`config.mk`:
```
export PLATFORM = sky130hd
export DESIGN_NAME = sif_top
export DESIGN_NICKNAME = d
export VERILOG_FILES = /design/src/rtl/sif_pkg.sv /design/src/rtl/sif_edge.sv /design/src/rtl/sif_shift.sv /design/src/rtl/sif_regs.sv /design/src/rtl/sif_top.sv
export SDC_FILE = /design/constraint.sdc
export NUM_CORES = 1
export LEC_CHECK = 0
export BUFFER_PORTS_ARGS = -buffer_cell sky130_fd_sc_hd__buf_4
export CAP_MARGIN = 0
export CORE_ASPECT_RATIO = 0.8
export CORE_UTILIZATION = 60
export DETAILED_ROUTE_END_ITERATION = 8
export PLACE_DENSITY = 0.77
export REMOVE_ABC_BUFFERS = 1
export SYNTH_ARGS = -nofsm -noshare
export SYNTH_HDL_FRONTEND = slang
export SYNTH_HIERARCHICAL = 1
export SYNTH_SLANG_ARGS = --single-unit
```
`constraint.sdc`:
```
create_clock -name clk -period 3 [get_ports clk]
set_input_delay 0.6 -clock clk [delete_from_list [all_inputs] [get_ports clk]]
set_output_delay 0.6 -clock clk [all_outputs]
set_load 0.02 [all_outputs]
```
`src/rtl/sif_pkg.sv`:
```
`timescale 1ns/1ps
// Shared widths, register address codes and transfer-length lookup for the
// converter serial interface. Assumes addresses are three bits wide.
package sif_pkg;
    localparam int BYTE_W = 8;
    localparam int DATA_W = 16;
    localparam int CAL_W  = 24;
    localparam int LEN_W  = $clog2(CAL_W + 1);

    typedef enum logic [2:0] {
        A_COMM  = 3'd0,
        A_SETUP = 3'd1,
        A_CLOCK = 3'd2,
        A_DATA  = 3'd3,
        A_TEST  = 3'd4,
        A_RSVD  = 3'd5,
        A_OFFS  = 3'd6,
        A_GAIN  = 3'd7
    } sif_addr_e;

    // Number of bits moved in the data phase for a given address.
    function automatic logic [LEN_W-1:0] xfer_len(input sif_addr_e a);
        case (a)
            A_DATA:         return LEN_W'(DATA_W);
            A_OFFS, A_GAIN: return LEN_W'(CAL_W);
            default:        return LEN_W'(BYTE_W);
        endcase
    endfunction
endpackage

```
`src/rtl/sif_edge.sv`:
```
`timescale 1ns/1ps
// Serial clock edge detector. Turns sclk into one-cycle rise and fall
// pulses in the clk domain. Assumes sclk is already synchronous to clk
// and that each level lasts at least one clk cycle.
module sif_edge (
    input  logic clk,
    input  logic rst_n,
    input  logic sclk,
    output logic sclk_rise,
    output logic sclk_fall
);
    logic sclk_q;

    // Hold the previous serial clock level; the idle level is high.
    always_ff @(posedge clk) begin
        if (!rst_n) sclk_q <= 1'b1;
        else        sclk_q <= sclk;
    end

    assign sclk_rise = sclk & ~sclk_q;
    assign sclk_fall = ~sclk & sclk_q;
endmodule

```
`src/rtl/sif_shift.sv`:
```
`timescale 1ns/1ps
// Framing engine. It collects command bytes, sizes and runs the data
// phase, shifts read data out on falling edges, and detects the run of
// ones that resynchronises the port. Assumes edge pulses from sif_edge
// and a read word that the register file presents combinationally.
module sif_shift
    import sif_pkg::*;
#(
    parameter int RESYNC_ONES = 32
) (
    input  logic             clk,
    input  logic             rst_n,
    input  logic             cs_n,
    input  logic             sdi,
    input  logic             sclk_rise,
    input  logic             sclk_fall,
    input  logic [CAL_W-1:0] rd_word,
    output logic [7:0]       cmd_byte,
    output logic             cmd_stb,
    output sif_addr_e        xfer_addr,
    output logic             wr_stb,
    output logic [CAL_W-1:0] wr_data,
    output logic             rd_done,
    output logic             soft_rst,
    output logic             sdo,
    output logic             sdo_oe
);
    localparam int ONES_W = $clog2(RESYNC_ONES + 1);

    logic              in_cmd;
    logic [LEN_W-1:0]  cnt;
    logic [LEN_W-1:0]  len;
    logic              is_read;
    logic [CAL_W-2:0]  in_sr;
    logic [CAL_W-1:0]  out_sr;
    logic [ONES_W-1:0] ones_cnt;
    logic              sdo_q;
    logic              oe_q;
    sif_addr_e         addr_q;

    logic             live_rise;
    logic             cmd_end;
    logic             data_end;
    logic             opens_phase;
    sif_addr_e        new_addr;
    logic [LEN_W-1:0] new_len;

    // Decode of the byte that completes on this rising edge.
    assign live_rise   = sclk_rise && !cs_n;
    assign soft_rst    = live_rise && sdi && (ones_cnt == ONES_W'(RESYNC_ONES - 1));
    assign cmd_byte    = {in_sr[6:0], sdi};
    assign new_addr    = sif_addr_e'(cmd_byte[6:4]);
    assign new_len     = xfer_len(new_addr);
    assign cmd_end     = live_rise && in_cmd && (cnt == LEN_W'(7)) && !soft_rst;
    assign cmd_stb     = cmd_end && !cmd_byte[7];
    assign opens_phase = cmd_stb && !(new_addr == A_COMM && !cmd_byte[3]);
    assign data_end    = live_rise && !in_cmd && (cnt == len - LEN_W'(1)) && !soft_rst;
    assign wr_stb      = data_end && !is_read;
    assign rd_done     = data_end && is_read;
    assign wr_data     = {in_sr, sdi};
    assign xfer_addr   = addr_q;
    assign sdo         = sdo_q;
    assign sdo_oe      = oe_q;

    // Framing state: bit counting, phase changes and the shift registers.
    always_ff @(posedge clk) begin
        if (!rst_n || cs_n || soft_rst) begin
            in_cmd   <= 1'b1;
            cnt      <= '0;
            len      <= LEN_W'(BYTE_W);
            is_read  <= 1'b0;
            in_sr    <= '0;
            out_sr   <= '0;
            ones_cnt <= '0;
            sdo_q    <= 1'b1;
            oe_q     <= 1'b0;
            addr_q   <= A_COMM;
        end else begin
            if (sclk_rise) begin
                ones_cnt <= sdi ? ones_cnt + ONES_W'(1) : '0;
                in_sr    <= {in_sr[CAL_W-3:0], sdi};
                if (cmd_end) begin
                    cnt <= '0;
                    if (opens_phase) begin
                        in_cmd  <= 1'b0;
                        addr_q  <= new_addr;
                        len     <= new_len;
                        is_read <= cmd_byte[3];
                        out_sr  <= rd_word << (CAL_W - int'(new_len));
                    end
                end else if (data_end) begin
                    cnt    <= '0;
                    in_cmd <= 1'b1;
                    oe_q   <= 1'b0;
                end else begin
                    cnt <= cnt + LEN_W'(1);
                end
            end
            if (sclk_fall && !in_cmd && is_read) begin
                sdo_q  <= out_sr[CAL_W-1];
                out_sr <= {out_sr[CAL_W-2:0], 1'b0};
                oe_q   <= 1'b1;
            end
        end
    end

    assert_oe_off_after_deselect_R7: assert property (@(posedge clk) disable iff (!rst_n)
        $past(cs_n) |-> !sdo_oe);
    assert_oe_rises_on_fall_R3: assert property (@(posedge clk) disable iff (!rst_n)
        $rose(sdo_oe) |-> $past(sclk_fall));
    assert_resync_idles_R8: assert property (@(posedge clk) disable iff (!rst_n)
        soft_rst |=> (in_cmd && !sdo_oe && cnt == '0));
    assert_one_event_R2: assert property (@(posedge clk) disable iff (!rst_n)
        $onehot0({cmd_stb, wr_stb, rd_done, soft_rst}));
endmodule

```
`src/rtl/sif_regs.sv`:
```
`timescale 1ns/1ps
// Register file: setup, clock, data, test, offset and gain, plus the
// standby and channel fields of the last command and the data-ready flag.
// Assumes single-cycle strobes from sif_shift and from the converter side.
module sif_regs
    import sif_pkg::*;
#(
    parameter logic [BYTE_W-1:0] SETUP_RST = 8'h01,
    parameter logic [BYTE_W-1:0] CLOCK_RST = 8'h05,
    parameter logic [CAL_W-1:0]  OFFS_RST  = 24'h800000,
    parameter logic [CAL_W-1:0]  GAIN_RST  = 24'h400000
) (
    input  logic              clk,
    input  logic              rst_n,
    input  logic              soft_rst,
    input  logic [6:0]        cmd_fields,
    input  logic              cmd_stb,
    input  sif_addr_e         xfer_addr,
    input  logic              wr_stb,
    input  logic [CAL_W-1:0]  wr_data,
    input  logic              rd_done,
    input  logic [DATA_W-1:0] conv_word,
    input  logic              conv_strobe,
    input  logic              cal_done,
    output logic [CAL_W-1:0]  rd_word,
    output logic              drdy_n,
    output logic              standby,
    output logic [1:0]        chan_sel
);
    logic [BYTE_W-1:0] setup_q;
    logic [BYTE_W-1:0] clock_q;
    logic [BYTE_W-1:0] test_q;
    logic [DATA_W-1:0] data_q;
    logic [CAL_W-1:0]  offs_q;
    logic [CAL_W-1:0]  gain_q;
    logic              drdy_n_q;
    logic              stby_q;
    logic [1:0]        ch_q;
    logic              cal_pending;

    assign cal_pending = setup_q[7:6] != 2'b00;
    assign drdy_n      = drdy_n_q;
    assign standby     = stby_q;
    assign chan_sel    = ch_q;

    // Read word for the address in the command byte now completing.
    always_comb begin
        case (sif_addr_e'(cmd_fields[6:4]))
            A_COMM:  rd_word = CAL_W'({drdy_n_q, cmd_fields});
            A_SETUP: rd_word = CAL_W'(setup_q);
            A_CLOCK: rd_word = CAL_W'(clock_q);
            A_DATA:  rd_word = CAL_W'(data_q);
            A_TEST:  rd_word = CAL_W'(test_q);
            A_OFFS:  rd_word = offs_q;
            A_GAIN:  rd_word = gain_q;
            default: rd_word = CAL_W'({BYTE_W{1'b1}});
        endcase
    end

    // Register updates; later statements take priority.
    always_ff @(posedge clk) begin
        if (!rst_n || soft_rst) begin
            setup_q  <= SETUP_RST;
            clock_q  <= CLOCK_RST;
            test_q   <= '0;
            data_q   <= '0;
            offs_q   <= OFFS_RST;
            gain_q   <= GAIN_RST;
            drdy_n_q <= 1'b1;
            stby_q   <= 1'b0;
            ch_q     <= 2'b00;
        end else begin
            if (cmd_stb) begin
                stby_q <= cmd_fields[2];
                ch_q   <= cmd_fields[1:0];
            end
            if (rd_done && xfer_addr == A_DATA) drdy_n_q <= 1'b1;
            if (cal_done && cal_pending) begin
                setup_q[7:6] <= 2'b00;
                drdy_n_q     <= 1'b0;
            end
            if (conv_strobe) begin
                data_q   <= conv_word;
                drdy_n_q <= 1'b0;
            end
            if (wr_stb) begin
                case (xfer_addr)
                    A_SETUP: setup_q <= wr_data[BYTE_W-1:0];
                    A_CLOCK: clock_q <= {3'b000, wr_data[4:0]};
                    A_TEST:  test_q  <= wr_data[BYTE_W-1:0];
                    A_OFFS:  offs_q  <= wr_data;
                    A_GAIN:  gain_q  <= wr_data;
                    default: ;
                endcase
            end
        end
    end

    assert_strobe_loads_R9: assert property (@(posedge clk) disable iff (!rst_n)
        (conv_strobe && !soft_rst) |=> (!drdy_n && data_q == $past(conv_word)));
    assert_read_releases_R9: assert property (@(posedge clk) disable iff (!rst_n)
        (rd_done && xfer_addr == A_DATA && !conv_strobe && !soft_rst && !(cal_done && cal_pending))
        |=> drdy_n);
    assert_data_write_dropped_R6: assert property (@(posedge clk) disable iff (!rst_n)
        (wr_stb && xfer_addr == A_DATA && !conv_strobe && !soft_rst) |=> $stable(data_q));
    assert_cal_clears_R10: assert property (@(posedge clk) disable iff (!rst_n)
        (cal_done && cal_pending && !soft_rst && !(wr_stb && xfer_addr == A_SETUP))
        |=> (setup_q[7:6] == 2'b00 && !drdy_n));
    assert_resync_values_R8: assert property (@(posedge clk) disable iff (!rst_n)
        soft_rst |=> (setup_q == SETUP_RST && clock_q == CLOCK_RST && offs_q == OFFS_RST && drdy_n));
    assert_rsvd_write_inert_R11: assert property (@(posedge clk) disable iff (!rst_n)
        (wr_stb && xfer_addr == A_RSVD && !soft_rst && !conv_strobe && !cal_done)
        |=> ($stable(setup_q) && $stable(clock_q) && $stable(test_q)
             && $stable(offs_q) && $stable(gain_q) && $stable(data_q)));
endmodule

```
`src/rtl/sif_top.sv`:
```
`timescale 1ns/1ps
// Top of the converter serial register interface: edge detector, framing
// engine and register file. Assumes all inputs are synchronous to clk.
module sif_top
    import sif_pkg::*;
#(
    parameter int                RESYNC_ONES = 32,
    parameter logic [CAL_W-1:0]  OFFS_RST    = 24'h800000,
    parameter logic [CAL_W-1:0]  GAIN_RST    = 24'h400000
) (
    input  logic              clk,
    input  logic              rst_n,
    input  logic              cs_n,
    input  logic              sclk,
    input  logic              sdi,
    output logic              sdo,
    output logic              sdo_oe,
    output logic              drdy_n,
    input  logic [DATA_W-1:0] conv_word,
    input  logic              conv_strobe,
    input  logic              cal_done,
    output logic              standby,
    output logic [1:0]        chan_sel
);
    logic             sclk_rise;
    logic             sclk_fall;
    logic [CAL_W-1:0] rd_word;
    logic [7:0]       cmd_byte;
    logic             cmd_stb;
    sif_addr_e        xfer_addr;
    logic             wr_stb;
    logic [CAL_W-1:0] wr_data;
    logic             rd_done;
    logic             soft_rst;

    sif_edge u_edge (
        .clk       (clk),
        .rst_n     (rst_n),
        .sclk      (sclk),
        .sclk_rise (sclk_rise),
        .sclk_fall (sclk_fall)
    );

    sif_shift #(.RESYNC_ONES(RESYNC_ONES)) u_shift (
        .clk       (clk),
        .rst_n     (rst_n),
        .cs_n      (cs_n),
        .sdi       (sdi),
        .sclk_rise (sclk_rise),
        .sclk_fall (sclk_fall),
        .rd_word   (rd_word),
        .cmd_byte  (cmd_byte),
        .cmd_stb   (cmd_stb),
        .xfer_addr (xfer_addr),
        .wr_stb    (wr_stb),
        .wr_data   (wr_data),
        .rd_done   (rd_done),
        .soft_rst  (soft_rst),
        .sdo       (sdo),
        .sdo_oe    (sdo_oe)
    );

    sif_regs #(.OFFS_RST(OFFS_RST), .GAIN_RST(GAIN_RST)) u_regs (
        .clk         (clk),
        .rst_n       (rst_n),
        .soft_rst    (soft_rst),
        .cmd_fields  (cmd_byte[6:0]),
        .cmd_stb     (cmd_stb),
        .xfer_addr   (xfer_addr),
        .wr_stb      (wr_stb),
        .wr_data     (wr_data),
        .rd_done     (rd_done),
        .conv_word   (conv_word),
        .conv_strobe (conv_strobe),
        .cal_done    (cal_done),
        .rd_word     (rd_word),
        .drdy_n      (drdy_n),
        .standby     (standby),
        .chan_sel    (chan_sel)
    );
endmodule

```
==> results.sh, run 1 <==
export IMPL_drt_first_iter_violations=617
export IMPL_finalSetupViolations=0
export IMPL_period_needed_ns=2.60
export IMPL_rsz0062_at_grt="false"
export IMPL_cts_buffer_depth=2
export IMPL_final_cell_mix="157 x nand2_1, 154 x dfxtp_1, 83 x a21oi_1"
export IMPL_synth_area_mm2=0.00748
export IMPL_htreeDepth=4
export IMPL_stdcell_area_mm2=0.00829
export IMPL_max_stage_delay_ns=0.65
export IMPL_drc=0
export IMPL_synth_compound_area_frac=0.157
export IMPL_gp_congestion=0.876
export IMPL_cp_data_required_time_ns=3.37
export IMPL_cp_max_fo=26
export IMPL_ys_ff_latch=157
export IMPL_core_mm2=0.0122
export IMPL_sequentialPowerShare=0.486
export IMPL_grt_pass1_vias=5851
export IMPL_synthFlopType="dfxtp_1"
export IMPL_peakVddDrop_mv=0.395
export IMPL_synth_top_area_frac=0.420
export IMPL_cts_buffers=17
export IMPL_clock_skew_ns=0.00957
export IMPL_cellPowerDensity_mw_per_mm2=524
export IMPL_totalWireLength_um=18900
export IMPL_layout_commonest_cell="nand2_1"
export IMPL_yosysWarningCount=6
export IMPL_cts_root_buf="clkbuf_16"
export IMPL_ys_seq_area_frac=0.420
export IMPL_dr_pass1_iters=6
export IMPL_critical_path_buf_inv_count=1
export IMPL_grt_usage=0.305
export IMPL_drive_gt1_frac=0.145
export IMPL_syn_to_final_growth_pct=10.8
export IMPL_cts_setup_buffers=0
export IMPL_rows=36
export IMPL_tritoncts="built"
export IMPL_hold_buffers=0
export IMPL_ant_nets=0
export IMPL_gr_total_overflow=0
export IMPL_start_util=0.615
export IMPL_start_kind="flip-flop"
export IMPL_synthSimpleGateAreaFrac=0.223
export IMPL_diodes=0
export IMPL_fp_dieW_um=127
export IMPL_wire_per_inst_um=18.4
export IMPL_crit_family="simple AND/OR/NAND/NOR gates"
export IMPL_p_comb_frac=0.029
export IMPL_grt_pass1_wl_um=30100
export IMPL_insertion_delay_ns=0.43
export IMPL_synthArstFlopShare=0
export IMPL_arrival_ns=2.97
export IMPL_die_h_um=102
export IMPL_cp_slowest_cell="dfxtp_2"
export IMPL_maxSlewHeadroom=0.281
export IMPL_synthCells=867
export IMPL_max_freq_mhz=385
export IMPL_min_path_cells=2
export IMPL_dp_hpwl_um=12600
export IMPL_cts_reportedPaths_clkPinSlew_ns=0.06
export IMPL_final_nets=887
export IMPL_place_area_mm2=0.00771
export IMPL_portBuffers=28
export IMPL_grt_max_degree=84
export IMPL_antenna_found_initial=0
export IMPL_synth_top_family_by_area="simple AND/OR/NAND/NOR gates"
export IMPL_ios=29
export IMPL_internal_power_w=0.00341
export IMPL_leakagePower_nw=2.88
export IMPL_maxSlewViolCount=0
export IMPL_vias=6404
export IMPL_cp_end_kind="flip-flop"
export IMPL_synthMuxAreaShare=0.136
export IMPL_r2r_cells=8
export IMPL_netSwitchingPower_w=0.000932
export IMPL_cap_violations=0
export IMPL_dieArea_mm2=0.0129
export IMPL_cts_resized=0
export IMPL_tns_ns=0
export IMPL_synth_area_leaders="dfxtp_1 42%, mux2i_1 10%, nand2_1 7.9%, a21oi_1 5.6%, nor2_1 4.1%"
export IMPL_path_depth=8
export IMPL_clkPwrFrac=0.485
export IMPL_cp_common_cell="nor2b_1"
export IMPL_vias_per_cell=6.24
export IMPL_clkSinkCount=157
export IMPL_yosysTopAreaCell="dfxtp_1"
export IMPL_synth_edf_count=0
export IMPL_hold_class="input pin to flip-flop"
export IMPL_synthXorXnorAreaFrac=0.00468
export IMPL_finalCritPeriodShare=0.866
export IMPL_synth_area_per_cell_um2=8.63
export IMPL_synth_fa_ha_area_frac=0.00334
export IMPL_ys_types=62
export IMPL_crit_chain="nor2b_1 > buf_4 > a22oi_1 > nor2_1 > nor2b_1 > o21ai_0 > a2111oi_2 > o21a_1"
export IMPL_p_sw_frac=0.215
export IMPL_hold_viol_final=0
export IMPL_crit_type="flip-flop to flip-flop"
export IMPL_outcome="complete, no violations"
export IMPL_worst_slew_pin_slew_ns=1.08
## synth_stat cells, drive strengths merged (2+ instances only)
cell     count
a211oi       3
a32o         2
nand3b       2
nor3b        3
buf         49
or3b         2
and4bb       3
nand3       25
mux2        21
nand4b       2
a221o        8
clkbuf      29
and2         3
o221ai       8
o22ai        3
a2111oi      8
dfxtp      157
ha           2
inv          5
nand2      158
nor2        81
nor4b        2
a211o        3
a21oi       83
nand2b      13
mux2i       76
and3         2
nand4        2
xnor2        2
and3b       10
a22oi       19
and4b       12
o2111ai      2
nor2b       20
o21a        10
o21ai       21
xor2         2
## final timing paths
| path | startpoint | to | slack [ns] |
|---|---|---|---|
| setup / recovery | u_shift/in_sr[3] | u_shift/out_sr[9] | 0.40 |
| hold / removal | sclk | u_edge/sclk_q | 0.38 |
| setup reg to reg | u_shift/in_sr[3] | u_shift/out_sr[9] | 0.40 |
| hold reg to reg | u_regs/gain_q[5] | u_regs/gain_q[5] | 0.45 |
## logic make-up (layout without fill, tap and decap cells)
family / Yosys count / after routing
DFF: 157 / 157
muxes: 98 / 98
AOI/OAI and AO/OA: 178 / 178
xor gates and xnor gates: 4 / 4
adders and majority gates: 2 / 2
buffers and inverters: 83 / 90
and+or+nand+nor: 345 / 345
## registers in the layout (all words and copies together), names as in the netlist, 3 cells and up
signal / flops
u_regs/setup_q: 8
u_shift/ones_cnt: 6
u_shift/cnt: 5
u_regs/data_q: 16
u_shift/in_sr: 23
u_regs/test_q: 8
u_regs/gain_q: 24
u_regs/offs_q: 24
u_shift/xfer_addr: 3
u_shift/out_sr: 24
u_regs/clock_q: 5
## final cells by class
| cell class | count | area (um^2) |
|---|---|---|
| repair buffers | 54 | 418 |
| well taps | 152 | 190 |
| clock inverters | 11 | 118 |
| flip-flops and latches | 157 | 3150 |
| multi-input cells | 627 | 3940 |
| clock buffers | 20 | 457 |
| fillers | 959 | 3870 |
| inverters | 5 | 18.8 |
## metal layers
metal	part of all wire	wire length [um]	GRT usage	vias up
met5	0	0	0	-
met4	0.025	481	0.128	0
met3	0.083	1570	0.0644	46
li1	-	-	-	3010
met2	0.46	8670	0.490	266
met1	0.43	8170	0.402	3082
## power by group through the flow
stage	clock (W)	combinational, W	sequential [W]
2_1_floorplan	0	0.0000659	0.00215
3_3_place_gp	0	0.000122	0.00216
3_5_place_dp	0	0.000127	0.00216
4_1_cts	0.00213	0.000127	0.00211
5_1_grt	0.00223	0.000138	0.00211
6_report	0.00210	0.000128	0.00211
## metrics by stage
step	power, W	utilization	hold slack (ns)	setup WS [ns]	cells
floorplan	0.00222	-	0.431	-2.13	789
global placement	0.00228	0.634	0.439	0.268	995
detailed placement	0.00228	0.634	0.446	0.200	995
CTS	0.00437	0.681	0.369	0.416	1026
global route	0.00448	0.681	0.379	0.212	1026
finish	0.00434	0.681	0.378	0.402	1026
No activity file was read; power rests on OpenSTA's default activity.
==> run 2: changes to the inputs <==
==> constraint.sdc (replaced) <==
create_clock -name clk -period 2.8 [get_ports clk]
set_input_delay 0.56 -clock clk [delete_from_list [all_inputs] [get_ports clk]]
set_output_delay 0.56 -clock clk [all_outputs]
set_load 0.02 [all_outputs]
==> run 2 against run 1 <==
  * Die area stayed put
  * Register-to-register slack worse by 0.16 ns
  * Sequential share of layout area is 0.98 points lower
  * Sequential power is 7% higher
  * Combinational power is 17% higher
  * Largest power group is now the clock network
  * Highest routed layer unchanged
  * Final cell count is 1.5% higher
  * Cell area is 2.7% higher
  * Via count is 1.8% higher
  * Clock skew is 0.0011 ns lower
  * Flip-flop and latch count stayed put
==> results.sh, run 2 (synthesis results as in run 1) <==
export IMPL_outcome="complete, no violations"
export IMPL_start_kind="flip-flop"
export IMPL_largestRegisters="u_regs/gain_q (24), u_regs/offs_q (24), u_shift/out_sr (24)"
export IMPL_wire_per_inst_um=18.9
export IMPL_layout_commonest_cell="nand2_1"
export IMPL_gp_congestion=0.907
export IMPL_drc=0
export IMPL_rsz0062_at_grt="false"
export IMPL_final_cell_mix="157 x nand2_1, 154 x dfxtp_1, 83 x a21oi_1"
export IMPL_arrival_ns=2.88
export IMPL_globalRouteMet3Util=0.0534
export IMPL_max_freq_mhz=390
export IMPL_cp_max_fo=24
export IMPL_finalCritPeriodShare=0.915
export IMPL_cp_data_required_time_ns=3.12
export IMPL_hold_buffers=0
export IMPL_hold_viol_final=0
export IMPL_clkSinkCount=157
export IMPL_insertion_delay_ns=0.42
export IMPL_hold_class="input pin to flip-flop"
export IMPL_total_power_w=0.00484
export IMPL_period_needed_ns=2.56
export IMPL_tns_ns=0
export IMPL_dieArea_mm2=0.0129
export IMPL_diodes=0
export IMPL_leakagePower_nw=2.99
export IMPL_clock_skew_ns=0.00844
export IMPL_finalSetupViolations=0
export IMPL_grt_max_degree=46
export IMPL_p_comb_frac=0.031
export IMPL_tritoncts="built"
export IMPL_worst_slew_pin_slew_ns=0.934
export IMPL_cts_resized=0
export IMPL_cts_setup_buffers=0
export IMPL_grt_pass1_wl_um=32300
export IMPL_internal_power_w=0.00380
export IMPL_fp_dieW_um=127
export IMPL_hold_worst_slack_ns=0.360
export IMPL_dp_cells=1009
export IMPL_peakVddDrop_mv=0.441
export IMPL_maxSlewHeadroom=0.377
export IMPL_totalWireLength_um=19700
export IMPL_cts_buffers=17
export IMPL_final_cells=1041
export IMPL_place_ws_ns=0.147
export IMPL_busiest_layer="met2"
export IMPL_die_h_um=102
export IMPL_syn_to_final_growth_pct=13.7
export IMPL_cellPowerDensity_mw_per_mm2=568
export IMPL_cts_root_buf="clkbuf_16"
export IMPL_clkPwrFrac=0.501
export IMPL_use_met1=0.436
export IMPL_cts_buffer_depth=2
export IMPL_cp_end_kind="flip-flop"
export IMPL_ant_nets=0
export IMPL_gr_total_overflow=0
export IMPL_cts_reportedPaths_clkPinSlew_ns=0.06
export IMPL_grt_pass1_vias=6220
export IMPL_ios=29
export IMPL_use_met2=0.513
export IMPL_vias=6521
export IMPL_maxSlewViolCount=0
export IMPL_antenna_found_initial=0
export IMPL_drive_gt1_frac=0.161
export IMPL_vias_per_cell=6.26
export IMPL_sequentialPowerShare=0.468
export IMPL_p_sw_frac=0.215
export IMPL_final_setup_worst_slack_ns=0.239
export IMPL_final_nets=901
export IMPL_core_mm2=0.0122
export IMPL_cap_violations=0
export IMPL_portBuffers=28
export IMPL_dp_hpwl_um=13100
export IMPL_rows=36
export IMPL_grt_usage=0.322
export IMPL_start_util=0.615
export IMPL_netSwitchingPower_w=0.00104
export IMPL_dr_pass1_iters=6
export IMPL_crit_type="flip-flop to flip-flop"
export IMPL_htreeDepth=4
export IMPL_drt_first_iter_violations=840
-- run 2: path summary, 6_finish.rpt --
check / startpoint / endpoint / slack [ns] / cells past startpoint
worst max-delay path: u_shift/in_sr[4] / u_shift/out_sr[14] / 0.24 / 7
worst min-delay path: sclk / u_edge/sclk_q / 0.36 / 2
worst max register to register: u_shift/in_sr[4] / u_shift/out_sr[14] / 0.24 / 7
worst min register to register: u_regs/gain_q[10] / u_regs/gain_q[10] / 0.45 / 2
-- run 2: per-stage QoR --
| step | instance area [um^2] | utilization |
|---|---|---|
| 6_report | 8510 | 0.699 |
| 5_1_grt | 8510 | 0.699 |
| 4_1_cts | 8510 | 0.699 |
| 3_5_place_dp | 7880 | 0.648 |
| 3_3_place_gp | 7880 | 0.648 |
| 2_1_floorplan | 7090 | - |
-- run 2: per-layer routing --
layer,up-vias,share of wire
met3,44,0.076
met2,280,0.46
met1,3154,0.44
met5,-,0
li1,3043,-
met4,0,0.027
-- run 2: power by group through the flow --
stage	Clock, W	Combinational [W]	Sequential (W)
final	0.00242	0.000150	0.00226
after global routing	0.00255	0.000162	0.00226
after CTS	0.00245	0.000149	0.00226
after detailed placement	0	0.000148	0.00231
after global placement	0	0.000143	0.00231
after floorplan	0	0.0000706	0.00231
-- run 2: cell type report --
type | count | area [um^2]
inverters | 5 | 18.8
repair buffers | 68 | 586
fillers | 898 | 3650
clock buffers | 20 | 467
flip-flops and latches | 157 | 3150
well taps | 152 | 190
clock inverters | 12 | 160
multi-input cells | 627 | 3940
-- run 2: critical path, stage by stage (launching register included) --
cell       delay, ns
dfxtp_2         0.63
inv_1           0.34
a22oi_1         0.36
o221ai_1        0.34
and3b_1         0.26
o21ai_0         0.19
a2111oi_2       0.11
o21a_1          0.22
